===== src/rtl/pterm_pkg.sv =====
package pterm_pkg;

    localparam int unsigned N_PT  = 5;
    localparam int unsigned SEL_W = $clog2(N_PT);

    typedef enum logic [1:0] {
        XM_ZERO = 2'b00,
        XM_ONE  = 2'b01,
        XM_TERM = 2'b10,
        XM_TALT = 2'b11
    } xor_mode_e;

    typedef struct packed {
        logic local_sum;
        logic chain_sum;
    } sum_bus_t;

    // Selected term, or 0 for an index past the last term.
    function automatic logic pick_term(input logic [N_PT-1:0] terms,
                                       input logic [SEL_W-1:0] sel);
        logic r;
        r = 1'b0;
        for (int i = 0; i < N_PT; i++) begin
            if (sel == SEL_W'(i)) r = terms[i];
        end
        return r;
    endfunction

endpackage


===== src/rtl/pterm_and.sv =====
module pterm_and
    import pterm_pkg::*;
#(
    parameter int unsigned N_LIT = 16
) (
    input  logic [N_LIT-1:0]      lits_i,
    input  logic [N_PT*N_LIT-1:0] en_true_i,
    input  logic [N_PT*N_LIT-1:0] en_comp_i,
    output logic [N_PT-1:0]       terms_o
);
    for (genvar t = 0; t < N_PT; t++) begin : g_term
        logic [N_LIT-1:0] tru;
        logic [N_LIT-1:0] cmp;
        assign tru = en_true_i[t*N_LIT +: N_LIT];
        assign cmp = en_comp_i[t*N_LIT +: N_LIT];
        // Every enabled literal must hold its required value.
        assign terms_o[t] = (&(~tru | lits_i)) & (&(~cmp | ~lits_i));
    end
endmodule


===== src/rtl/pterm_sum.sv =====
module pterm_sum
    import pterm_pkg::*;
(
    input  logic [N_PT-1:0] terms_i,
    input  logic [N_PT-1:0] route_i,
    input  logic            cas_i,
    output logic [N_PT-1:0] ctrl_o,
    output sum_bus_t        sum_o
);
    always_comb begin
        sum_o.local_sum = |(terms_i & route_i);
        sum_o.chain_sum = sum_o.local_sum | cas_i;
        ctrl_o          = terms_i & ~route_i;
    end
endmodule


===== src/rtl/pterm_out.sv =====
module pterm_out
    import pterm_pkg::*;
(
    input  logic [N_PT-1:0]  terms_i,
    input  sum_bus_t         sum_i,
    input  xor_mode_e        mode_i,
    input  logic [SEL_W-1:0] xor_sel_i,
    input  logic [SEL_W-1:0] fold_sel_i,
    output logic             cell_o,
    output logic             fold_o
);
    logic xin;

    always_comb begin
        unique case (mode_i)
            XM_ZERO:          xin = 1'b0;
            XM_ONE:           xin = 1'b1;
            XM_TERM, XM_TALT: xin = pick_term(terms_i, xor_sel_i);
            default:          xin = 1'b0;
        endcase
        cell_o = sum_i.chain_sum ^ xin;
        fold_o = ~pick_term(terms_i, fold_sel_i);
    end
endmodule


===== src/rtl/pterm_cell.sv =====
module pterm_cell
    import pterm_pkg::*;
#(
    parameter int unsigned N_LIT = 16
) (
    input  logic [N_LIT-1:0]      lits_i,
    input  logic [N_PT*N_LIT-1:0] lit_true_i,
    input  logic [N_PT*N_LIT-1:0] lit_comp_i,
    input  logic [N_PT-1:0]       sum_route_i,
    input  logic [1:0]            xor_mode_i,
    input  logic [SEL_W-1:0]      xor_sel_i,
    input  logic [SEL_W-1:0]      fold_sel_i,
    input  logic                  cas_i,
    output logic [N_PT-1:0]       ctrl_o,
    output logic                  cas_o,
    output logic                  cell_o,
    output logic                  fold_o
);
    logic [N_PT-1:0] terms;
    sum_bus_t        sums;

    pterm_and #(.N_LIT(N_LIT)) u_and (
        .lits_i    (lits_i),
        .en_true_i (lit_true_i),
        .en_comp_i (lit_comp_i),
        .terms_o   (terms)
    );

    pterm_sum u_sum (
        .terms_i (terms),
        .route_i (sum_route_i),
        .cas_i   (cas_i),
        .ctrl_o  (ctrl_o),
        .sum_o   (sums)
    );

    pterm_out u_out (
        .terms_i    (terms),
        .sum_i      (sums),
        .mode_i     (xor_mode_e'(xor_mode_i)),
        .xor_sel_i  (xor_sel_i),
        .fold_sel_i (fold_sel_i),
        .cell_o     (cell_o),
        .fold_o     (fold_o)
    );

    assign cas_o = sums.chain_sum;
endmodule


===== config.mk =====
export PLATFORM = sky130hd
export DESIGN_NAME = pterm_cell
export DESIGN_NICKNAME = d
export VERILOG_FILES = /design/src/rtl/pterm_pkg.sv /design/src/rtl/pterm_and.sv /design/src/rtl/pterm_sum.sv /design/src/rtl/pterm_out.sv /design/src/rtl/pterm_cell.sv
export SDC_FILE = /design/constraint.sdc
export NUM_CORES = 1
export LEC_CHECK = 0
export ABC_CLOCK_PERIOD_IN_PS = 5500
export BUFFER_PORTS_ARGS = -buffer_cell sky130_fd_sc_hd__buf_2
export CAP_MARGIN = 20
export CORE_AREA = 4 4 75 77
export DETAILED_ROUTE_END_ITERATION = 8
export DIE_AREA = 0 0 79 81
export PLACE_DENSITY = 0.76
export SETUP_SLACK_MARGIN = 0.4
export SYNTH_ARGS = -nofsm -noshare
export SYNTH_HDL_FRONTEND = slang
export SYNTH_SLANG_ARGS = --single-unit

===== constraint.sdc =====
create_clock -name vclk -period 5.5
set_input_delay 0.825 -clock vclk [all_inputs]
set_output_delay 0.825 -clock vclk [all_outputs]
set_load 0.01 [all_outputs]

==> impl_metrics.py <==
metrics = {
    "power": {
        "p_sw_uw": 68.7,
        "p_int_uw": 83.4,
        "p_leak_nw": 1.29,
        "combPwrFrac_pct": 100.0,
        "power_frac_seq_pct": 0,
        "vdd_drop_max_uv": 39.9,
        "pwr-share-clk_pct": 0,
        "p_total_uw": 152,
        "sw_frac_of_total_pct": 45.2,
        "powerDensity_nw_per_um2": 66.0,
    },
    "placed_design": {
        "io_buffers": 198,
        "dpl.hpwl_um": 7310,
        "gp_congestion": 0.922,
        "place_ws_ns": 1.82,
        "dp.cells": 443,
    },
    "synth": {
        "synthXorXnorAreaFrac_pct": 0.692,
        "synth_compound_area_share_pct": 45.1,
        "synth_warnings": 0,
        "synthAdderAreaFrac_pct": 0,
        "synthesis.nets": 373,
        "synth_simple_gate_area_share_pct": 31.1,
        "synth_seq_area_share_pct": 0,
        "synth_top_family_by_area": "compound AO/OA/AOI/OAI gates",
        "synth_mux_area_share_pct": 12.6,
        "syn_area_sq_um": 1270,
        "synth.distinct_cells": 35,
        "synthCells": 183,
        "avgSynthCellArea_sq_um": 6.92,
    },
    "grt": {
        "grtUsageTotal_pct": 23.3,
        "grt_pass1_wl_um": 11700,
        "antenna_found_initial": 0,
        "grt_overflow": 0,
        "grt_pass1_vias": 2313,
        "grt_max_degree": 11,
    },
    "critical_path": {
        "crit_start": "lits_i[14]",
        "crit_path_end": "fold_o",
        "cpMaxStageDelayCell": "mux2_2",
        "critPathKind": "in -> out",
        "required_ns": 4.68,
        "critPathCaptureType": "primary output",
        "critPathLaunchType": "primary input",
        "critPathMaxFanout": 8,
        "crit_chain": "buf_2, mux2_2, a221o_1, nor4_2, nand2_1, mux2_2, o22ai_1, o21ai_0, buf_2",
        "crit_path_max_incr_delay_ns": 0.36,
        "cp.arrival_ns": 2.87,
    },
    "cells_and_area": {
        "regArea_sq_um": 0,
        "clkbuf_count": 0,
        "finalCoreUtilization_pct": 46.0,
        "drive_above_1_share_pct": 56.8,
        "stdcell_count": 443,
        "n_antenna_cell": 0,
        "seq_cells": 0,
        "syn_to_final_growth_pct": 82.1,
        "fin_nets": 565,
    },
    "sta": {
        "slew_viol_final": 0,
        "relSlewSlack_pct": 55.3,
        "finalSetupViolCount": 0,
        "fin_ws_ns": 1.81,
        "worst_slew_pin_slew_ns": 0.664,
        "min_period_ns": 3.69,
        "setup_tns_ns": 0,
        "post-route-period-util_pct": 67.1,
        "hold_viol": 0,
        "rsz0062_at_grt": "no",
        "max_freq_mhz": 271,
    },
    "detailed_routing": {
        "vias_per_cell": 5.22,
        "vias": 2311,
        "drtIter0Drc": 122,
        "remaining_drc_errors": 0,
        "ant_nets": 0,
        "wire_per_inst_um": 18.4,
        "routed_wl_um": 8150,
        "drt-pass1-iter-count": 4,
    },
    "floorplan": {
        "rows": 26,
        "die_area_sq_um": 6400,
        "dieHeight_um": 81,
        "top_level_ports": 198,
        "start_util_pct": 25.3,
        "core_area_sq_um": 5010,
        "die_width_um": 79,
    },
    "clocking": {
        "cts_resized": 0,
        "postCtsSetupBuffers": 0,
        "hold_buffers": 0,
    },
    "status": {
        "status": "completed",
    },
    "worst_hold_path": {
        "hp-class": "in -> out",
    },
    "job": {
        "maxCapViolations": 0,
    },
}
-- worst min-delay path by stage --
| stage | cells after the start | end | start |
|---|---|---|---|
| global route | 3 | ctrl_o[3] | sum_route_i[3] |
| floorplan | 1 | ctrl_o[0] | sum_route_i[0] |
| detailed placement | 3 | ctrl_o[2] | sum_route_i[2] |
| CTS | 3 | ctrl_o[2] | sum_route_i[2] |
| global placement | 3 | ctrl_o[2] | sum_route_i[2] |
| finish | 3 | ctrl_o[2] | sum_route_i[2] |
-- routing by layer --
| layer | vias up | part of all wire, % | GRT usage, % |
|---|---|---|---|
| met5 | - | 0 | 0 |
| met4 | 0 | 0.56 | 1.20 |
| met3 | 5 | 11 | 5.32 |
| met2 | 168 | 51 | 44.9 |
| met1 | 1034 | 37 | 27.4 |
| li1 | 1104 | - | - |
-- power by group through the flow --
stage | registers [mW] | clock network (mW) | logic, mW
finish | 0 | 0 | 0.152
global route | 0 | 0 | 0.166
CTS | 0 | 0 | 0.152
detailed placement | 0 | 0 | 0.151
global placement | 0 | 0 | 0.151
floorplan | 0 | 0 | 0.0609
-- synth_stat cells, drive strengths merged (6+ instances only) --
cell	n	area share, %
a221oi	17	12
a22o	14	9.7
a22oi	11	6.5
inv	25	7.4
mux2	8	7.1
mux2i	7	5.5
nand2	16	4.7
nand2b	12	5.9
nand3	7	2.8
nor2	6	1.8
nor2b	11	5.4
o2111ai	6	4.2
-- layout make-up --
type	count	area, sq um
fill	543	2700
multi-input combinational	150	1130
timing repair buffer	198	991
inverter	25	93.8
tap	70	87.6
-- per-stage QoR --
stage | hold WS, ns | cell area [sq um]
detailed placement | 1.90 | 2310
global route | 1.92 | 2310
finish | 1.90 | 2310
global placement | 1.90 | 2310
floorplan | 1.70 | 1270
CTS | 1.90 | 2310
-- cells by family (layout without fill, tap and decap cells) --
group,count (synthesis),count (layout)
mux,15,15
xor+xnor,1,1
simple gates,68,68
buf+inv,33,223
compound gates,66,66
-- placed cells by master (no fill, tap or decap), types with 6 or more instances in the layout --
master and count:
nand2b_1 12, a22oi_1 11, buf_2 198, mux2_2 8
a221oi_1 17, nor2_1 6, mux2i_1 7, nand3_1 7
a22o_1 14, nor2b_1 11, nand2_1 16, o2111ai_1 6
inv_1 24
-- critical path, delay by kind of cell --
family	cells	cell delay (ns)
buffers and inverters	2	0.35
AOI/OAI and AO/OA	3	0.52
muxes	2	0.66
and+or+nand+nor	2	0.51
Note: power is estimated with default switching activity, not from simulation.
